## config.mk

```make
export PLATFORM = sky130hd
export DESIGN_NAME = devbus_host
export DESIGN_NICKNAME = d
export VERILOG_FILES = /design/src/rtl/devbus_pkg.sv /design/src/rtl/devbus_half_tick.sv /design/src/rtl/devbus_busy_timer.sv /design/src/rtl/devbus_seq.sv /design/src/rtl/devbus_host.sv
export SDC_FILE = /design/constraint.sdc
export NUM_CORES = 1
export LEC_CHECK = 0
export ABC_AREA = 1
export BUFFER_PORTS_ARGS = -buffer_cell sky130_fd_sc_hd__clkbuf_2
export CELL_PAD_IN_SITES_DETAIL_PLACEMENT = 0
export CELL_PAD_IN_SITES_GLOBAL_PLACEMENT = 1
export CORE_MARGIN = 10
export CORE_UTILIZATION = 41
export CTS_CLUSTER_DIAMETER = 150
export DETAILED_ROUTE_END_ITERATION = 16
export GPL_TIMING_DRIVEN = 0
export PLACE_DENSITY = 0.86
export SLEW_MARGIN = 20
export SYNTH_ARGS = -nofsm -noshare
export SYNTH_HDL_FRONTEND = slang
export SYNTH_SLANG_ARGS = --single-unit
```

## constraint.sdc

```tcl
create_clock -name clk -period 2.3 [get_ports clk]
set_input_delay 0.115 -clock clk [delete_from_list [all_inputs] [get_ports clk]]
set_output_delay 0.115 -clock clk [all_outputs]
set_load 0.005 [all_outputs]
```

## src/rtl/devbus_pkg.sv

```systemverilog
package devbus_pkg;
  localparam int SLOT_W     = 4;
  localparam int PORT_W     = 4;
  localparam int CMD_W      = 4;
  localparam int BYTE_W     = 8;
  localparam int HDR_BITS   = SLOT_W + PORT_W + CMD_W;
  localparam int FRAME_BITS = HDR_BITS + BYTE_W;
  localparam int BITCNT_W   = $clog2(FRAME_BITS);

  localparam logic [CMD_W-1:0] CMD_PUT_BYTE = 4'h3;

  typedef enum logic [1:0] {
    ST_IDLE,
    ST_SEND,
    ST_WAIT,
    ST_RECV
  } seq_state_e;

  // Commands with bit 0 clear produce one response byte.
  function automatic logic cmd_answers(input logic [CMD_W-1:0] c);
    return ~c[0];
  endfunction
endpackage

```

## src/rtl/devbus_half_tick.sv

```systemverilog
module devbus_half_tick #(
  parameter int DIV_W = 8
) (
  input  logic             clk,
  input  logic             rst,
  input  logic             run,
  input  logic [DIV_W-1:0] half_div,
  output logic             tick
);
  logic [DIV_W-1:0] cnt_q;

  always_comb tick = run && (cnt_q == half_div);

  always_ff @(posedge clk) begin
    if (rst || !run || tick) cnt_q <= '0;
    else                     cnt_q <= cnt_q + 1'b1;
  end
endmodule

```

## src/rtl/devbus_busy_timer.sv

```systemverilog
module devbus_busy_timer #(
  parameter int TMO_W = 16
) (
  input  logic             clk,
  input  logic             rst,
  input  logic             arm,
  input  logic             busy,
  input  logic [TMO_W-1:0] limit,
  output logic             expired
);
  logic [TMO_W-1:0] cnt_q;

  always_comb expired = arm && busy && (cnt_q == limit);

  always_ff @(posedge clk) begin
    if (rst || !arm)          cnt_q <= '0;
    else if (busy && !expired) cnt_q <= cnt_q + 1'b1;
  end

  // the count never passes the limit while waiting
  a_r7_count_bounded: assert property (@(posedge clk) disable iff (rst)
    (arm && $stable(limit) && $past(arm)) |-> (cnt_q <= limit));
endmodule

```

## src/rtl/devbus_seq.sv

```systemverilog
module devbus_seq
  import devbus_pkg::*;
(
  input  logic              clk,
  input  logic              rst,
  input  logic              mem_claim,
  input  logic              req_valid,
  output logic              req_ready,
  input  logic [SLOT_W-1:0] req_slot,
  input  logic [PORT_W-1:0] req_port,
  input  logic [CMD_W-1:0]  req_cmd,
  input  logic [BYTE_W-1:0] req_wdata,
  input  logic              req_short,
  input  logic              tick,
  input  logic              expired,
  output logic              run,
  output logic              arm,
  output logic              busy,
  input  logic              spi_miso,
  output logic              spi_sck,
  output logic              spi_mosi,
  output logic              bus_sel_n,
  output logic              mem_sel_n,
  output logic              done,
  output logic [BYTE_W-1:0] rsp_data,
  output logic              rsp_err
);
  seq_state_e              state_q;
  logic [FRAME_BITS-1:0]   frame_q;
  logic [BITCNT_W-1:0]     bit_q;
  logic [CMD_W-1:0]        cmd_q;
  logic                    short_q;
  logic [BYTE_W-2:0]       rx_q;
  logic                    miso_q;
  logic                    accept;
  logic [BITCNT_W-1:0]     last_tx;

  always_comb begin
    req_ready = (state_q == ST_IDLE) && !mem_claim;
    accept    = req_valid && req_ready;
    run       = (state_q == ST_SEND) || (state_q == ST_RECV);
    arm       = (state_q == ST_WAIT);
    busy      = miso_q;
    last_tx   = (cmd_q == CMD_PUT_BYTE) ? BITCNT_W'(FRAME_BITS - 1)
                                        : BITCNT_W'(HDR_BITS - 1);
  end

  always_ff @(posedge clk) begin
    if (rst) begin
      state_q   <= ST_IDLE;
      frame_q   <= '0;
      bit_q     <= '0;
      cmd_q     <= '0;
      short_q   <= 1'b0;
      rx_q      <= '0;
      miso_q    <= 1'b0;
      spi_sck   <= 1'b0;
      spi_mosi  <= 1'b0;
      bus_sel_n <= 1'b1;
      mem_sel_n <= 1'b1;
      done      <= 1'b0;
      rsp_data  <= '0;
      rsp_err   <= 1'b0;
    end else begin
      done      <= 1'b0;
      miso_q    <= spi_miso;
      mem_sel_n <= !(mem_claim && (state_q == ST_IDLE));
      unique case (state_q)
        ST_IDLE: begin
          if (accept) begin
            frame_q   <= {req_slot, req_port, req_cmd, req_wdata};
            cmd_q     <= req_cmd;
            short_q   <= req_short;
            bit_q     <= '0;
            bus_sel_n <= 1'b0;
            spi_mosi  <= req_slot[SLOT_W-1];
            spi_sck   <= 1'b0;
            state_q   <= ST_SEND;
          end
        end
        ST_SEND: begin
          if (tick) begin
            if (!spi_sck) begin
              spi_sck <= 1'b1;
            end else begin
              spi_sck <= 1'b0;
              if (bit_q == last_tx) begin
                spi_mosi <= 1'b0;
                state_q  <= ST_WAIT;
              end else begin
                bit_q    <= bit_q + 1'b1;
                frame_q  <= frame_q << 1;
                spi_mosi <= frame_q[FRAME_BITS-2];
              end
            end
          end
        end
        ST_WAIT: begin
          if (!miso_q) begin
            if (cmd_answers(cmd_q)) begin
              bit_q   <= '0;
              state_q <= ST_RECV;
            end else begin
              bus_sel_n <= 1'b1;
              done      <= 1'b1;
              rsp_data  <= '0;
              rsp_err   <= 1'b0;
              state_q   <= ST_IDLE;
            end
          end else if (expired) begin
            bus_sel_n <= 1'b1;
            done      <= 1'b1;
            rsp_data  <= '0;
            rsp_err   <= 1'b1;
            state_q   <= ST_IDLE;
          end
        end
        ST_RECV: begin
          if (tick) begin
            if (!spi_sck) begin
              spi_sck <= 1'b1;
            end else begin
              spi_sck <= 1'b0;
              rx_q    <= {rx_q[BYTE_W-3:0], miso_q};
              if (short_q || (bit_q == BITCNT_W'(BYTE_W - 1))) begin
                bus_sel_n <= 1'b1;
                done      <= 1'b1;
                rsp_data  <= short_q ? {BYTE_W{miso_q}} : {rx_q, miso_q};
                rsp_err   <= 1'b0;
                state_q   <= ST_IDLE;
              end else begin
                bit_q <= bit_q + 1'b1;
              end
            end
          end
        end
        default: state_q <= ST_IDLE;
      endcase
    end
  end

  // memory and device selects are mutually exclusive
  a_r9_one_select_low: assert property (@(posedge clk) disable iff (rst)
    !(!bus_sel_n && !mem_sel_n));

  // completion pulse lasts one cycle
  a_r8_done_one_cycle: assert property (@(posedge clk) disable iff (rst)
    done |=> !done);

  // results only move with done
  a_r8_rsp_held: assert property (@(posedge clk) disable iff (rst)
    !done |-> ($stable(rsp_data) && $stable(rsp_err)));

  // no serial clock while deselected
  a_r2_sck_low_when_idle: assert property (@(posedge clk) disable iff (rst)
    bus_sel_n |-> !spi_sck);

  // no clocking while the device signals busy
  a_r4_quiet_while_busy: assert property (@(posedge clk) disable iff (rst)
    (state_q == ST_WAIT) |-> !spi_sck);

  // receive phase only for byte-returning commands
  a_r5_recv_only_answering: assert property (@(posedge clk) disable iff (rst)
    (state_q == ST_RECV) |-> cmd_answers(cmd_q));

  // busy-wait expiry ends the transaction with the error flag
  a_r7_abort_flags_error: assert property (@(posedge clk) disable iff (rst)
    ((state_q == ST_WAIT) && busy && expired) |=> (done && rsp_err && bus_sel_n));

  // select drops right after acceptance
  a_r10_select_from_accept: assert property (@(posedge clk) disable iff (rst)
    accept |=> !bus_sel_n);
endmodule

```

## src/rtl/devbus_host.sv

```systemverilog
module devbus_host
  import devbus_pkg::*;
#(
  parameter int DIV_W = 8,
  parameter int TMO_W = 16
) (
  input  logic             clk,
  input  logic             rst,
  input  logic [DIV_W-1:0] cfg_half_div,
  input  logic [TMO_W-1:0] cfg_busy_limit,
  input  logic             mem_claim,
  input  logic             req_valid,
  output logic             req_ready,
  input  logic [3:0]       req_slot,
  input  logic [3:0]       req_port,
  input  logic [3:0]       req_cmd,
  input  logic [7:0]       req_wdata,
  input  logic             req_short,
  output logic             done,
  output logic [7:0]       rsp_data,
  output logic             rsp_err,
  output logic             spi_sck,
  output logic             spi_mosi,
  input  logic             spi_miso,
  output logic             bus_sel_n,
  output logic             mem_sel_n
);
  logic tick, expired, run, arm, busy;

  devbus_half_tick #(.DIV_W(DIV_W)) u_tick (
    .clk(clk), .rst(rst), .run(run), .half_div(cfg_half_div), .tick(tick)
  );

  devbus_busy_timer #(.TMO_W(TMO_W)) u_timer (
    .clk(clk), .rst(rst), .arm(arm), .busy(busy), .limit(cfg_busy_limit),
    .expired(expired)
  );

  devbus_seq u_seq (
    .clk(clk), .rst(rst), .mem_claim(mem_claim),
    .req_valid(req_valid), .req_ready(req_ready),
    .req_slot(req_slot), .req_port(req_port), .req_cmd(req_cmd),
    .req_wdata(req_wdata), .req_short(req_short),
    .tick(tick), .expired(expired), .run(run), .arm(arm), .busy(busy),
    .spi_miso(spi_miso), .spi_sck(spi_sck), .spi_mosi(spi_mosi),
    .bus_sel_n(bus_sel_n), .mem_sel_n(mem_sel_n),
    .done(done), .rsp_data(rsp_data), .rsp_err(rsp_err)
  );
endmodule

```

## Yosys cells after proc, flatten, opt, wreduce, memory -nomap -nowiden

Index checks and enable logic that the tools add are counted.
W data, S select, Z words.

- Output and inout bits: 15
- RAM bits: 0
- Input port bits: 50
- Latch bits: 0
- Memory bits (read-only): 0
- Memories: 0
- Logic and storage cells: 137
- Flip-flop bits (word level): 77

- Div/mod/pow operators: 0
- Bitwise gates (word level): 0
- Shifts and indexed selects: 0
- Add/subtract/negate cells: 3
- Reduce and logical (&&, ||, !) cells: 32
- Multiply operators: 0
- $lt $le $gt $ge: 0
- Eq/ne operators: 22
- Muxes and demuxes: 64

Operators by type and width:

| cell | number |
|---|---|
| $mux W19 | 4 |
| $mux W8 | 7 |
| $mux W5 | 10 |
| $pmux W19 S2 | 1 |
| $mux W1 | 24 |
| $mux W2 | 10 |
| $pmux W5 S4 | 1 |
| $add A16 B1 Y16 const B | 1 |
| $eq A16 B16 Y1 | 1 |
| $ne A2 B2 Y1 const B | 8 |
| $pmux W8 S2 | 1 |
| $reduce_and A9 Y1 | 1 |
| $add A8 B1 Y8 const B | 1 |
| $eq A8 B8 Y1 | 1 |
| $ne A2 B1 Y1 const B | 4 |
| $pmux W1 S2 | 4 |
| $pmux W2 S4 | 1 |
| $reduce_and A8 Y1 | 1 |
| $logic_and A1 B1 Y1 | 7 |
| $reduce_and A7 Y1 | 1 |
| $reduce_and A3 Y1 | 2 |
| $reduce_and A6 Y1 | 1 |
| $reduce_bool A2 Y1 | 3 |
| $add A5 B1 Y5 const B | 1 |
| other kinds (16) | 25 |

## Depth between registers and ports, before layout

- Depth in word-level cells: 7
- Gate-level depth with buffers: 14
- Gate-level depth less buffers: 13

## By module

Synthesis repeated with hierarchy kept, for this count alone.

- Cell total of the unflattened synthesis: 690
- Area, all modules: 4,299.1 um2

By module, submodules not included:

| module | seq. area each (um2) | area each (um2) | times used | cells each |
|---|---|---|---|---|
| devbus_seq | 1,061.0 | 2,538.7 | 1 | 375 |
| devbus_busy_timer | 320.3 | 1,275.0 | 1 | 242 |
| devbus_half_tick | 160.2 | 485.5 | 1 | 73 |

## Least setup slack after synthesis

Ideal clock, no wire load.

- Path type: register to register
- Start: register u_seq.bit_q[0]
- End: register u_seq.frame_q[6]
- Period minus slack after synthesis: 1.649 ns
- Setup time: 0.142 ns
- Stages on the path, launching flop included: 11
- Path slack: 0.651 ns
- Data required time: 2.158 ns
- Arrival: 1.508 ns
- Buffers on the path: 2
- Cell sequence: dfxtp_1 -> ha_1 -> inv_1 -> nor3_1 -> o21ai_1 -> nor2_1 -> nand2_1 -> buf_4 -> clkbuf_4 -> nand3_2 -> a21oi_2

- Cells in the longest elaborated chain, start to end: 3

RTL lines:

| item | line | text |
|---|---|---|
| start: declaration | devbus_seq.sv:30 | `logic [BITCNT_W-1:0] bit_q;` |
| start signal: assignment | devbus_seq.sv:91 | `bit_q <= bit_q + 1'b1;` |
| start signal: assignment | devbus_seq.sv:132 | `bit_q <= bit_q + 1'b1;` |
| $eq A5 B5 Y1 | devbus_seq.sv:87 | `if (bit_q == last_tx) begin` |
| $ne A2 B2 Y1 (no line) | - |  |
| $reduce_and A5 Y1 (no line) | - |  |
| end signal: assignment | devbus_seq.sv:71 | `frame_q <= {req_slot, req_port, req_cmd, req_wdata};` |
| end signal: assignment | devbus_seq.sv:92 | `frame_q <= frame_q << 1;` |
| end: declaration | devbus_seq.sv:29 | `logic [FRAME_BITS-1:0] frame_q;` |

No other way between the ends.
A chain may end at the register's enable or synchronous reset.

## Final worst setup path

- Start: register u_seq.bit_q[0]
- End: register u_seq.frame_q[10]

Same word-level chain as after synthesis.

==> results.ini <==
[run_status]
status = completed

[sta]
worstMarginPinSlew_ns = 0.775
slew_headroom_pct = 48.4
final.setup_skew_ns = 0.00733
fmaxAchievable_ghz = 0.517
fin_tns_setup_ns = 0
grt_setup_unrepaired = false
setup_viol_count_final = 0
finalHoldViolCount = 0
holdWs_ns = 0.0369
min_period_ns = 1.94
post-route-period-util_pct = 84.2
slew_viol_final = 0

[floorplanning]
initial_core_util_pct = 42.6
rows = 37
die_h_um = 124
chipWidth_um = 124
io_pins = 65
die_area_um2 = 15400
core-area_um2 = 10400

[synth]
synth_cell_type_count = 39
synth.yosys.seq_area_share_pct = 34.8
syn_inst = 644
yosysWarnings = 0
post-synth-top-count-cell = nand2_1
synth_area_um2 = 4440
ys_ff_latch = 77
synth_edf_count = 0
synthTopCellsByArea = dfxtp_1 35%, nand2_1 17%, nor2_1 5.3%
synth_nets = 697
async_flop_share_pct = 0
ys.flop_type = dfxtp_1
yosysTopAreaCell = dfxtp_1
syn_area_per_cell_um2 = 6.89
ys_top_cells_by_count = 200 x nand2_1, 77 x dfxtp_1, 63 x nor2_1, 62 x inv_1, 40 x a21oi_1
yosys.area.top_type_share_pct = 34.8

[worst_setup_path]
r2r_start = u_seq.bit_q[0]
crit_path_end_kind = flop
setup.worst_path.start = u_seq.bit_q[0]
critPathMaxFanout = 10
crit_type = reg -> reg
required_ns = 2.51
startpoint_type = flop
cp.arrival_ns = 2.14

[clock_tree]
clk_pin_slew_ns = 0.08
clk_latency_ns = 0.35
cts_tree = built
cts_buffers = 9
cts_root_buf = clkbuf_8
htreeDepth = 3
postCtsSetupRepairBufs = 0
cts.sinks = 77
clk_path_buf_depth = 2

[finish]
fin_nets = 774
finalNonFillerCells = 861
area_growth_pct = 16.4
fillers = 1065
design_area_um2 = 5160
antenna_cells = 0
drive_above_1_share_pct = 23.6

[global_route]
grt_max_degree = 13
overflow = 0
first_global_vias = 4061
grt_pass1_wl_mm = 18.5
grt_usage_pct = 14.5
grt_antenna_before_repair = 0

[power_and_ir_drop]
p_leak_nw = 2.22
peakVddDrop_mv = 0.631
power_density_nw_per_um2 = 889
totalPowerFinal_w = 0.00459

[place]
hpwl_mm = 8.36
placed_cell_area_um2 = 4920
port_buffers = 63
dp.cells = 843
gp_congestion = 0.831

[flow_run]
cap_violations = 0

[routing]
post_drt_wl_per_cell_um = 12.5
drt-pass1-iter-count = 4
drc = 0
wirelength_mm = 10.8
vias = 4154
drt-initial-drc-count = 161
via_per_inst = 4.82
drtAntennaViolNets = 0

[min_path]
hp-class = in -> reg
holdCritStartpoint = req_cmd[2]

-- area by class of cell --
type | count | area (um^2) | area share [%]
buffer | 22 | 161 | 3.13
clock inverter | 5 | 75.1 | 1.45
clock buffer | 10 | 138 | 2.67
sequential | 77 | 1540 | 29.9
inverter | 72 | 275 | 5.33
tap | 136 | 170 | 3.30
multi-input combinational | 473 | 2460 | 47.6
timing repair buffer | 66 | 345 | 6.69
-- through the flow --
step	util (%)	setup WS [ns]
6_report	49.6	0.364
5_1_grt	49.6	0.213
4_1_cts	49.6	0.343
3_5_place_dp	47.2	0.356
3_3_place_gp	47.2	0.378
2_1_floorplan	-	0.651
-- per-layer routing --
metal	GRT usage [%]	vias up	routed length [um]
li1	-	2200	-
met1	19.0	1867	5150
met2	22.9	81	4780
met3	4.03	6	801
met4	3.81	0	68
met5	0	-	0
-- power by group --
group          total [W]  switching (W)  leakage (nW)  internal [W]
registers        0.00169       0.000145         0.625       0.00155
clock network    0.00112       0.000494         0.112      0.000629
logic            0.00177        0.00109          1.48      0.000688
total            0.00459        0.00173          2.22       0.00287
-- cell usage in the layout, fill, tap and decap left out, drive strengths merged --
cell type    instances
nor3b                3
nand4                8
xor2                 9
o211a                1
and3                 2
buf                 15
bufinv               2
ha                   3
dfxtp               77
nor2                69
nand2              217
o21ai               35
dlygate4sd3          3
nor4                 2
a21oi               61
a31oi                2
or2                  1
xnor2                6
nand3               44
nor3                10
inv                 72
clkbuf              80
clkinv               3
-- critical path, cell delays in order, from the launching register on --
cell and delay [ns]:
dfxtp_1 0.37, ha_1 0.21, inv_1 0.05, nor3_1 0.18, o21ai_1 0.09, nor2_1 0.16, nand2_1 0.12, buf_4 0.22
clkbuf_4 0.24, nand3_2 0.11, a21oi_2 0.05
-- state kept, by name, summed over array words and instances, names as in the netlist --
register / flops
u_seq.frame_q: 19
u_timer.cnt_q: 16
u_seq.rsp_data: 8
u_tick.cnt_q: 8
u_seq.rx_q: 7
u_seq.bit_q: 5
u_seq.cmd_q: 4
u_seq.state_q: 2
u_seq.bus_sel_n: 1
u_seq.busy: 1
u_seq.done: 1
u_seq.mem_sel_n: 1
u_seq.rsp_err: 1
u_seq.short_q: 1
u_seq.spi_mosi: 1
u_seq.spi_sck: 1
-- repair_timing --
action	4_1_cts	5_1_grt
gates resized for setup	0	0
endpoints found under the hold margin	3	0
hold buffers	3	0
-- path summary, 6_finish.rpt --
kind / to / slack [ns] / depth (start not counted)
setup / recovery: u_seq.frame_q[10] / 0.36 / 10
hold reg to reg: u_seq.rx_q[6] / 0.46 / 2
hold / removal: u_seq.cmd_q[2] / 0.04 / 3
setup reg to reg: u_seq.frame_q[10] / 0.36 / 10
-- logic make-up (layout without fill, tap and decap cells) --
kind of cell               Yosys count  count (layout)  synth area share [%]
AOI/OAI and AO/OA                   99              99                  13.3
xor gates and xnor gates            15              15                  2.96
buffers and inverters               94             175                  9.84
DFF                                 77              77                  34.8
adders and majority gates            3               3                 0.846
and+or+nand+nor                    356             356                  38.3
Power figures use the tool's default switching activity.
